`config.mk`:
```
export PLATFORM = sky130hd
export DESIGN_NAME = i2c_len_seq
export DESIGN_NICKNAME = d
export VERILOG_FILES = /design/src/rtl/i2c_len_seq.sv
export SDC_FILE = /design/constraint.sdc
export NUM_CORES = 1
export LEC_CHECK = 0
export ABC_AREA = 1
export BUFFER_PORTS_ARGS = -buffer_cell sky130_fd_sc_hd__buf_2
export CAP_MARGIN = 5
export CORE_MARGIN = 1
export CORE_UTILIZATION = 50
export DETAILED_ROUTE_END_ITERATION = 7
export GPL_TIMING_DRIVEN = 0
export PLACE_DENSITY = 0.89
export SLEW_MARGIN = 25
export SYNTH_ARGS = -nofsm -noshare
export SYNTH_HDL_FRONTEND = slang
export SYNTH_SLANG_ARGS = --single-unit
export TNS_END_PERCENT = 10
```
`constraint.sdc`:
```
create_clock -name clk -period 2.7 [get_ports clk]
set_input_delay 0.135 -clock clk [delete_from_list [all_inputs] [get_ports clk]]
set_output_delay 0.135 -clock clk [all_outputs]
set_load 0.01 [all_outputs]
```
`src/rtl/i2c_len_seq.sv`:
```
module i2c_len_seq #(
  parameter int CW = 8
) (
  input  logic          clk,
  input  logic          rst_n,
  input  logic          enable,
  input  logic          start_pending,
  input  logic          cnt_wr,
  input  logic [CW-1:0] cnt_wdata,
  input  logic          reload_en,
  input  logic          auto_end,
  input  logic          rx_mode,
  input  logic          pec_set,
  input  logic          stop_seen,
  input  logic          byte_done,
  output logic [CW-1:0] bytes_left,
  output logic          tc_flag,
  output logic          scl_hold,
  output logic          stop_req,
  output logic          nack_out,
  output logic          pec_send,
  output logic          pec_req
);
  localparam logic [CW-1:0] ONE  = CW'(1);
  localparam logic [CW-1:0] ZERO = '0;

  logic [CW-1:0] left_q;
  logic tc_q, hold_q, stop_q, pec_q;

  wire load     = cnt_wr && !start_pending;
  wire last     = (left_q == ONE);
  wire accept   = byte_done && !load && (left_q != ZERO) && !hold_q;
  wire seg_end  = accept && last;
  wire stall    = reload_en || !auto_end;
  wire final_sg = !reload_en && last;

  assign bytes_left = left_q;
  assign tc_flag    = tc_q;
  assign scl_hold   = hold_q;
  assign stop_req   = stop_q;
  assign pec_req    = pec_q;
  assign nack_out   = rx_mode && final_sg;
  assign pec_send   = pec_q && final_sg;

  always_ff @(posedge clk or negedge rst_n) begin
    if (!rst_n) begin
      left_q <= '0;
      tc_q   <= 1'b0;
      hold_q <= 1'b0;
      stop_q <= 1'b0;
    end else if (!enable) begin
      left_q <= '0;
      tc_q   <= 1'b0;
      hold_q <= 1'b0;
      stop_q <= 1'b0;
    end else begin
      stop_q <= seg_end && !stall;
      if (load) begin
        left_q <= cnt_wdata;
        tc_q   <= 1'b0;
        hold_q <= 1'b0;
      end else if (accept) begin
        left_q <= left_q - ONE;
        if (seg_end && stall) begin
          tc_q   <= 1'b1;
          hold_q <= 1'b1;
        end
      end
    end
  end

  always_ff @(posedge clk or negedge rst_n) begin
    if (!rst_n)                                      pec_q <= 1'b0;
    else if (!enable || stop_seen || (accept && pec_send)) pec_q <= 1'b0;
    else if (pec_set)                                pec_q <= 1'b1;
  end

  a_r3_no_wrap: assert property (@(posedge clk) disable iff (!rst_n)
    (enable && byte_done && !load && left_q == ZERO) |=> (bytes_left == ZERO));

  a_r2_locked_write: assert property (@(posedge clk) disable iff (!rst_n)
    (enable && cnt_wr && start_pending && !byte_done) |=> $stable(bytes_left));

  a_r6_stop_single: assert property (@(posedge clk) disable iff (!rst_n)
    stop_req |=> !stop_req);

  a_r6_stop_no_flag: assert property (@(posedge clk) disable iff (!rst_n)
    stop_req |-> (!tc_flag && !scl_hold));

  a_r12_hold_freeze: assert property (@(posedge clk) disable iff (!rst_n)
    (enable && scl_hold && !load) |=> ($stable(bytes_left) && scl_hold));

  a_r8_release: assert property (@(posedge clk) disable iff (!rst_n)
    (enable && load) |=> (!tc_flag && !scl_hold));

  a_r1_disable_clear: assert property (@(posedge clk) disable iff (!rst_n)
    !enable |=> (bytes_left == ZERO && !tc_flag && !scl_hold && !pec_req && !stop_req));

  a_r11_pec_last: assert property (@(posedge clk) disable iff (!rst_n)
    pec_send |-> (bytes_left == ONE && !reload_en));
endmodule

```
==> impl_metrics.env, run 1 <==
export IMPL_worstHoldStart="auto_end"
export IMPL_postCtsSetupRepairBufs=0
export IMPL_cts_root_buf="clkbuf_4"
export IMPL_synthMostInstantiatedCell="nand2_1"
export IMPL_yosysWarnings=0
export IMPL_powerDensity_nw_per_um2=614
export IMPL_design_power_total_uw=629
export IMPL_cts_tree="yes"
export IMPL_dp_hpwl_um=1370
export IMPL_synth_xor_area_share_pct=0
export IMPL_grt_max_degree=12
export IMPL_setup_viol=0
export IMPL_ys_top_cells_by_area="dfrtp_1 34%, nand2_1 16%, nand3_1 9.3%"
export IMPL_synth_top_family_by_area="simple AND/OR/NAND/NOR gates"
export IMPL_numCtsBuffers=3
export IMPL_syn_num_nets=141
export IMPL_die_w_um=42.2
export IMPL_rsz0062_at_grt="false"
export IMPL_gp_congestion=0.812
export IMPL_synthArstFlopShare_pct=100
export IMPL_rows=14
export IMPL_synthCells=119
export IMPL_worstHoldPathType="input pin to flip-flop"
export IMPL_multi_input_area_sq_um=453
export IMPL_die_h_um=42.2
export IMPL_h_tree_depth=1
export IMPL_drive_gt1_share_pct=30.1
export IMPL_avgSynthCellArea_sq_um=6.79
export IMPL_wl_per_cell_um=10.3
export IMPL_grt_pass1_vias=761
export IMPL_synth_area_sq_um=808
export IMPL_totalWireLength_um=1760
export IMPL_vias_per_cell=5.10
export IMPL_reg2reg_slack_ps=1150
export IMPL_antenna_found_initial=0
export IMPL_maxCapViolCount=0
export IMPL_yosysUniqueCellTypes=22
export IMPL_drtIter0Drc=18
export IMPL_synth_mux_area_share_pct=0
export IMPL_ys_seq_area_share_pct=34.1
export IMPL_cp_required_ps=2570
export IMPL_place_ws_ps=1170
export IMPL_synth_edf_count=0
export IMPL_critPathMaxFanout=4
export IMPL_seq_area_sq_um=275
export IMPL_fin_crit_ps=1600
export IMPL_synth_compound_area_share_pct=10.2
export IMPL_worst_hold_path_endpoint="stop_req"
export IMPL_cts_resized=0
export IMPL_dpl_cell_count=167
export IMPL_synthTopCellsByCount="34 x nand2_1, 15 x nand3_1, 13 x inv_1, 13 x nor2_1, 11 x dfrtp_1"
export IMPL_yosys_area_top_type_share_pct=34.1
export IMPL_clk_latency_ps=280
export IMPL_finalCritPeriodShare_pct=59.2
export IMPL_ios=33
export IMPL_fin_nets=179
export IMPL_final_cells=172
export IMPL_setup_tns_ps=0
export IMPL_area_growth_pct=26.8
export IMPL_r2r_start="bytes_left[0]"
export IMPL_synthFlopType="dfrtp_1"
export IMPL_ir_worst_vdd_mv=0.384
export IMPL_worst_slack_ps=1100
export IMPL_path_clk_slew_ps=80
export IMPL_crit_type="flip-flop to output pin"
export IMPL_worst_r2r_cell_count=9
export IMPL_postCtsHoldBufs=1
export IMPL_clock_sinks=11
export IMPL_hold_depth=3
export IMPL_coreArea_sq_um=1510
export IMPL_grt_pass1_wl_um=3040
export IMPL_yosysTopAreaCell="dfrtp_1"
export IMPL_ys_ff_latch=11
export IMPL_ant_nets=0
export IMPL_cts_path_max_buffers=2
export IMPL_maxSlewHeadroom_pct=79.8
export IMPL_diodes=0
export IMPL_hold_violations=0
export IMPL_status="complete, no violations"
export IMPL_start_util_pct=53.7
export IMPL_fmax_mhz=626
export IMPL_fill_cells=136
export IMPL_synthAdderAreaFrac_pct=4.64
export IMPL_leakage_nw=0.584
export IMPL_drc=0
export IMPL_drt_pass1_iterations=5
export IMPL_synth_simple_area_share_pct=41.2
export IMPL_timing_rr_end="bytes_left[3]"
export IMPL_portBuffers=32
export IMPL_grt_overflow=0
export IMPL_endpoint_kind="output pin"
export IMPL_vias=877
export IMPL_die_area_sq_um=1780
export IMPL_fin_skew_ps=0.765
export IMPL_grt_total_usage_pct=22.5
export IMPL_worst_pin_slew_ps=303
export IMPL_drv_slew=0
export IMPL_cp_start_kind="flip-flop"
export IMPL_arrival_ps=1460
## layout by cell type (no fill, tap or decap)
cell,count
nor2_1,13
nand4_1,2
o21bai_1,1
a21oi_1,2
clkbuf_4,3
dfrtp_1,11
dlygate4sd3_1,1
buf_4,1
inv_2,2
nand3_1,15
nor3_1,1
ha_1,3
buf_6,1
o21ai_1,2
buf_2,33
o21ai_0,8
nor4_1,1
o21ai_2,1
nand2_4,1
nand2_1,34
nand2_2,2
nor2_4,3
inv_1,13
clkbuf_1,1
o22ai_1,1
## worst max-delay path, stage by stage (launching register included)
cell and delay [ps]:
dfrtp_1 410, inv_1 110, ha_1 150, nand2_1 60, nor2_1 140, nand2_1 100, nor2_1 90, buf_2 130
## registers in the layout, summed over array words and instances, names as in the netlist
| signal | flops |
|---|---|
| bytes_left | 8 |
| stop_req | 1 |
| scl_hold | 1 |
| pec_req | 1 |
## per-layer routing
metal	wire length, um	vias to the layer above	global-route usage (%)
li1	-	456	-
met1	788	388	28.2
met2	854	29	38.2
met3	89	4	3.88
met4	31	0	9.38
met5	0	-	0
## cell type report
class,count,area share [%]
Buffer,3,2.32
Multi-Input combinational cell,90,44.2
Timing Repair Buffer,33,16.6
Sequential cell,11,26.9
Tap cell,16,1.95
Inverter,15,5.49
Clock buffer,4,2.56
## stage by stage
step,hold slack (ps),instance area (sq um),utilization [%]
global route,130,1020,68.0
detailed placement,24.6,988,65.6
floorplan,-161,808,-
global placement,18.3,988,65.6
CTS,100,1020,68.0
finish,102,1020,68.0
## logic make-up (layout without fill, tap and decap cells)
logic type | count (synthesis) | in the layout
compound gates | 15 | 15
fa+ha+maj | 3 | 3
buf+inv | 18 | 55
flops | 11 | 11
simple gates | 72 | 72
## report_power, final
| group | internal (mW) | total [mW] | leakage, nW | switching [mW] |
|---|---|---|---|---|
| Clock | 0.0574 | 0.121 | 0.0150 | 0.0639 |
| Sequential | 0.191 | 0.230 | 0.146 | 0.0387 |
| Combinational | 0.112 | 0.278 | 0.424 | 0.166 |
## worst max-delay path by stage
stage | from | to | slack, ps | cells past startpoint
final | bytes_left[1] | nack_out | 1100 | 7
after global routing | bytes_left[1] | nack_out | 960 | 7
after floorplan | bytes_left[0] | bytes_left[7] | 1280 | 9
after CTS | bytes_left[1] | nack_out | 1090 | 7
after global placement | bytes_left[0] | bytes_left[7] | 1200 | 9
after detailed placement | bytes_left[0] | bytes_left[7] | 1170 | 9
Power figures use the tool's default switching activity.
==> inputs of run 2 (changes only) <==
--- a/config.mk
+++ b/config.mk
@@ -5,14 +5,14 @@
 export SDC_FILE = /design/constraint.sdc
 export NUM_CORES = 1
 export LEC_CHECK = 0
-export ABC_AREA = 1
+export ABC_AREA = 0
 export BUFFER_PORTS_ARGS = -buffer_cell sky130_fd_sc_hd__buf_2
 export CAP_MARGIN = 5
 export CORE_MARGIN = 1
-export CORE_UTILIZATION = 50
+export CORE_UTILIZATION = 45
 export DETAILED_ROUTE_END_ITERATION = 7
 export GPL_TIMING_DRIVEN = 0
-export PLACE_DENSITY = 0.89
+export PLACE_DENSITY = 0.84
 export SLEW_MARGIN = 25
 export SYNTH_ARGS = -nofsm -noshare
 export SYNTH_HDL_FRONTEND = slang
==> constraint.sdc (replaced) <==
create_clock -name clk -period 1.5 [get_ports clk]
set_input_delay 0.075 -clock clk [delete_from_list [all_inputs] [get_ports clk]]
set_output_delay 0.075 -clock clk [all_outputs]
set_load 0.01 [all_outputs]
==> run 2 against run 1 <==
  * The run now ends with negative setup slack left
  * Clock power is 76% higher
  * Hold slack worse by 54 ps
  * Core utilization is 0.83 points lower
  * Clock skew is 6.7 ps higher
  * Critical path depth shrank 3
  * Combinational power is 51% higher
  * Cell area down 1.2%
  * Largest power group unchanged
==> impl_metrics.env, run 2 <==
export IMPL_dp_hpwl_um=1280
export IMPL_worstHoldPathType="input pin to flip-flop"
export IMPL_finalCritPeriodShare_pct=120
export IMPL_drtIter0Drc=24
export IMPL_final_common_cell="buf_2"
export IMPL_path_clk_slew_ps=80
export IMPL_crit_type="flip-flop to output pin"
export IMPL_gp_congestion=0.778
export IMPL_die_w_um=42.3
export IMPL_worst_slack_ps=-302
export IMPL_grt_pass1_wl_um=3190
export IMPL_violations="negative setup slack"
export IMPL_final_cells=138
export IMPL_grt_total_usage_pct=23.2
export IMPL_numCtsBuffers=3
export IMPL_drive_gt1_share_pct=44.3
export IMPL_hold_violations=0
export IMPL_design_power_total_mw=1.01
export IMPL_vias_per_cell=5.69
export IMPL_whs_ps=48.0
export IMPL_drt_pass1_iterations=6
export IMPL_critPathMaxFanout=5
export IMPL_stdcell_area_sq_um=1010
export IMPL_syn_num_nets=102
export IMPL_ios=33
export IMPL_cp_required_ps=1420
export IMPL_start_util_pct=48.5
export IMPL_clock_sinks=11
export IMPL_leakage_nw=0.505
export IMPL_status="finished, violations left"
export IMPL_avgSynthCellArea_sq_um=9.13
export IMPL_die_h_um=42.3
export IMPL_clk_latency_ps=280
export IMPL_yosys_area_top_type_share_pct=37.7
export IMPL_portBuffers=32
export IMPL_final_util_pct=67.2
export IMPL_dpl_cell_count=128
export IMPL_endpoint_kind="output pin"
export IMPL_area_growth_pct=38.5
export IMPL_yosysWarnings=0
export IMPL_vias=785
export IMPL_synthCells=80
export IMPL_cts_path_max_buffers=2
export IMPL_setup_tns_ps=-1570
export IMPL_antenna_found_initial=0
export IMPL_cts_root_buf="clkbuf_4"
export IMPL_largest_reg_flops=8
export IMPL_synthArstFlopShare_pct=100
export IMPL_worst_pin_slew_ps=379
export IMPL_wl_per_cell_um=13.9
export IMPL_ys_ff_latch=11
export IMPL_diodes=0
export IMPL_placed_area_sq_um=912
export IMPL_maxCapViolCount=0
export IMPL_ir_worst_vdd_mv=0.584
export IMPL_synthFlopType="dfrtp_1"
export IMPL_grt_max_degree=12
export IMPL_die_area_sq_um=1790
export IMPL_fin_nets=145
export IMPL_synth_area_sq_um=731
export IMPL_rsz0062_at_grt="true"
export IMPL_grt_overflow=0
export IMPL_yosysUniqueCellTypes=34
export IMPL_setup_viol=11
export IMPL_ys_seq_area_share_pct=37.7
export IMPL_fin_skew_ps=7.45
export IMPL_cts_tree="yes"
export IMPL_drv_slew=0
export IMPL_arrival_ps=1730
export IMPL_rows=14
export IMPL_h_tree_depth=1
export IMPL_grt_pass1_vias=776
export IMPL_synth_edf_count=0
export IMPL_place_ws_ps=-254
export IMPL_ant_nets=0
export IMPL_totalWireLength_um=1920
export IMPL_synthTopCellsByCount="11 x dfrtp_1, 7 x o21ai_0, 6 x nand2_1, 6 x nor2_1"
export IMPL_fin_crit_ps=1800
export IMPL_powerDensity_nw_per_um2=999
export IMPL_drc=0
export IMPL_synthMostInstantiatedCell="dfrtp_1"
export IMPL_ys_top_cells_by_area="dfrtp_1 38%, ha_1 5.1%, o21ai_0 4.8%"
export IMPL_fmax_mhz=555
export IMPL_coreArea_sq_um=1510
export IMPL_yosysTopAreaCell="dfrtp_1"
export IMPL_maxSlewHeadroom_pct=74.7
export IMPL_layout_common_cells="32 x buf_2, 9 x dfrtp_1, 7 x o21ai_0"
export IMPL_cp_start_kind="flip-flop"
==> run 2: cells by family after synthesis <==
group	share of synthesized area, %
and+or+nand+nor	28.3
AOI/OAI and AO/OA	19.5
DFF	37.7
buffers and inverters	4.62
xor gates and xnor gates	4.80
adders and majority gates	5.14
==> run 2: area by class of cell <==
type                            instances  area [sq um]
Tap cell                               16          20.0
Fill cell                             138           494
Buffer                                  3          22.5
Multi-Input combinational cell         63           447
Sequential cell                        11           278
Timing Repair Buffer                   38           208
Clock buffer                            4          26.3
Inverter                                3          11.3
==> run 2: metal layers <==
metal  vias up  track usage [%]  wire (um)
li1        375                -          -
met1       364             27.6        775
met2        42             41.5        969
met3         4             2.59        152
met4         0             10.0         24
met5         -                0          0
==> run 2: worst paths after layout <==
path | start | endpoint | slack (ps) | cells after the start
max | bytes_left[6] | pec_send | -300 | 4
min | stop_seen | pec_req | 50 | 4
max reg2reg | bytes_left[6] | bytes_left[0] | -190 | 4
min reg2reg | pec_req | pec_req | 480 | 1
max in group asynchronous | rst_n | bytes_left[0] | 1070 | 2
min in group asynchronous | rst_n | stop_req | 190 | 2
==> run 2: worst max-delay path, cell delays in order (launching register included) <==
cell	delay (ps)
dfrtp_1	400
or4_4	590
nor4_4	180
and2_2	170
buf_2	120
==> run 2: what timing repair did <==
action | 4_1_cts | 5_1_grt
pin swaps | 11 | 1
endpoints found under the hold margin | 11 | 0
hold buffers | 1 | 0
gates resized for setup | 7 | 1
setup endpoints to repair | 11 | 11
setup buffers | 4 | 1
==> run 2: where the power goes <==
| part | internal, mW | switching, mW | leakage, nW |
|---|---|---|---|
| clock network | 0.103 | 0.110 | 0.0150 |
| registers | 0.331 | 0.0452 | 0.143 |
| logic | 0.200 | 0.221 | 0.347 |
==> inputs of run 3 (changes only) <==
--- a/config.mk
+++ b/config.mk
@@ -8,6 +8,7 @@
 export ABC_AREA = 0
 export BUFFER_PORTS_ARGS = -buffer_cell sky130_fd_sc_hd__buf_2
 export CAP_MARGIN = 5
+export CORE_ASPECT_RATIO = 1.2
 export CORE_MARGIN = 1
 export CORE_UTILIZATION = 45
 export DETAILED_ROUTE_END_ITERATION = 7
==> run 3 against run 2 <==
  * The flow still finishes with violations (negative setup slack)
  * Critical path type unchanged
  * Largest power group unchanged
  * Die area hardly changed
  * Highest routed layer unchanged
  * Core utilization is 0.15 points higher
  * Register-to-register slack worse by 120 ps
==> impl_metrics.env, run 3 (synthesis results as in run 2) <==
export IMPL_dp_hpwl_um=1260
export IMPL_critPathMaxFanout=4
export IMPL_h_tree_depth=1
export IMPL_cts_tree="yes"
export IMPL_slowest_stage="or4_4"
export IMPL_powerDensity_nw_per_um2=979
export IMPL_area_growth_pct=36.6
export IMPL_path_clk_slew_ps=70
export IMPL_worst_hold_path_endpoint="bytes_left[0]"
export IMPL_endpoint_kind="output pin"
export IMPL_drt_pass1_iterations=4
export IMPL_maxCapViolCount=0
export IMPL_grt_pass1_wl_um=2680
export IMPL_hold_depth=3
export IMPL_vias=740
export IMPL_ir_worst_vdd_mv=0.648
export IMPL_route_met3_wl_um=76
export IMPL_gp_congestion=0.789
export IMPL_cp_start_kind="flip-flop"
export IMPL_place_ws_ps=-241
export IMPL_violations="negative setup slack"
export IMPL_die_w_um=38.8
export IMPL_portBuffers=32
export IMPL_path_cells="or4_4 > nor4_4 > and2_2 > buf_2"
export IMPL_vias_per_cell=5.40
export IMPL_finalCritPeriodShare_pct=121
export IMPL_fin_nets=143
export IMPL_totalWireLength_um=1730
export IMPL_grt_pass1_vias=652
export IMPL_worstHoldStart="cnt_wdata[0]"
export IMPL_leakage_nw=0.491
export IMPL_reg2reg_slack_ps=-310
export IMPL_largest_reg_flops=8
export IMPL_layout_common_cells="31 x buf_2, 8 x dfrtp_1, 7 x o21ai_0, 6 x nand2_1, 6 x nor2_1"
export IMPL_timing_rr_end="bytes_left[0]"
export IMPL_diodes=0
export IMPL_wl_per_cell_um=12.6
export IMPL_die_h_um=46.1
export IMPL_numCtsBuffers=3
export IMPL_clock_sinks=11
export IMPL_cp_top_family="simple AND/OR/NAND/NOR gates"
export IMPL_grt_overflow=0
export IMPL_rsz0062_at_grt="true"
export IMPL_max_stage_delay_ps=570
export IMPL_hold_violations=0
export IMPL_crit_type="flip-flop to output pin"
export IMPL_r2r_start="bytes_left[6]"
export IMPL_worst_r2r_cell_count=5
export IMPL_coreArea_sq_um=1480
export IMPL_cp_required_ps=1420
export IMPL_clk_latency_ps=270
export IMPL_final_common_cell="buf_2"
export IMPL_die_area_sq_um=1790
export IMPL_fin_skew_ps=0.859
export IMPL_ant_nets=0
export IMPL_m1WireLength_um=730
export IMPL_drv_slew=0
export IMPL_worst_slack_ps=-320
export IMPL_fmax_mhz=549
export IMPL_grt_max_degree=12
export IMPL_rows=15
export IMPL_fin_crit_ps=1820
export IMPL_ios=33
export IMPL_arrival_ps=1750
export IMPL_drive_gt1_share_pct=44.2
export IMPL_cts_path_max_buffers=2
export IMPL_status="finished, violations left"
export IMPL_setup_viol=11
export IMPL_cp_num_buf_inv=1
export IMPL_drc=0
export IMPL_antenna_found_initial=0
export IMPL_worst_pin_slew_ps=421
export IMPL_cts_root_buf="clkbuf_4"
export IMPL_top_layer="met4"
export IMPL_maxSlewHeadroom_pct=71.7
export IMPL_drtIter0Drc=24
export IMPL_setup_tns_ps=-1980
export IMPL_grt_total_usage_pct=21.7
export IMPL_met2_length_um=870
export IMPL_start_util_pct=49.3
export IMPL_worstHoldPathType="input pin to flip-flop"
==> run 3: cell types whose count changed in the layout (fill, tap and decap cells not counted), sizes merged <==
cell	change
buf	-2
==> run 3: area by class of cell <==
type,count,area (sq um)
Sequential cell,11,279
Inverter,3,11.3
Fill cell,120,484
Buffer,3,22.5
Tap cell,17,21.3
Multi-Input combinational cell,63,439
Clock buffer,4,26.3
Timing Repair Buffer,36,199
==> run 3: worst reg2reg max path: cells and delay by family (launching register included) <==
kind,cells,cell delay (ps)
AOI/OAI and AO/OA,2,370
xor gates and xnor gates,1,160
buffers and inverters,1,160
DFF,1,420
and+or+nand+nor,1,570
==> run 3: worst max-delay path by stage <==
stage / start / endpoint / slack (ps) / depth (start not counted)
2_1_floorplan: bytes_left[6] / bytes_left[1] / -160 / 3
3_3_place_gp: bytes_left[0] / bytes_left[4] / -210 / 6
3_5_place_dp: bytes_left[3] / stop_req / -240 / 4
4_1_cts: bytes_left[3] / pec_send / -320 / 4
5_1_grt: bytes_left[6] / pec_send / -410 / 4
6_report: bytes_left[6] / pec_send / -320 / 4
==> run 3: where the power goes <==
part | internal (mW) | switching [mW]
sequential | 0.332 | 0.0450
clock | 0.103 | 0.102
combinational | 0.190 | 0.205
==> run 3: layer usage <==
metal | up-vias | track usage, %
li1 | 372 | -
met1 | 332 | 25.9
met2 | 29 | 35.3
met3 | 7 | 4.35
met4 | 0 | 13.1
met5 | - | 0
==> run 3: per-stage QoR <==
step | hold WS, ps | cells | cell area, sq um | utilization, % | power, mW
2_1_floorplan | -221 | 80 | 732 | - | 0.610
3_3_place_gp | -45.8 | 129 | 913 | 61.6 | 0.707
4_1_cts | 56.1 | 137 | 987 | 66.6 | 0.962
3_5_place_dp | -41.4 | 129 | 913 | 61.6 | 0.716
5_1_grt | 59.5 | 137 | 998 | 67.3 | 1.04
6_report | 57.2 | 137 | 998 | 67.3 | 0.977
==> run 3: repair_timing <==
item / in CTS / in global routing
pin swaps: 8 / 3
gates resized for setup: 5 / 5
endpoints found under the setup margin: 11 / 13
hold buffers: 1 / 0
setup buffers: 3 / 0
hold endpoints to repair: 11 / 0
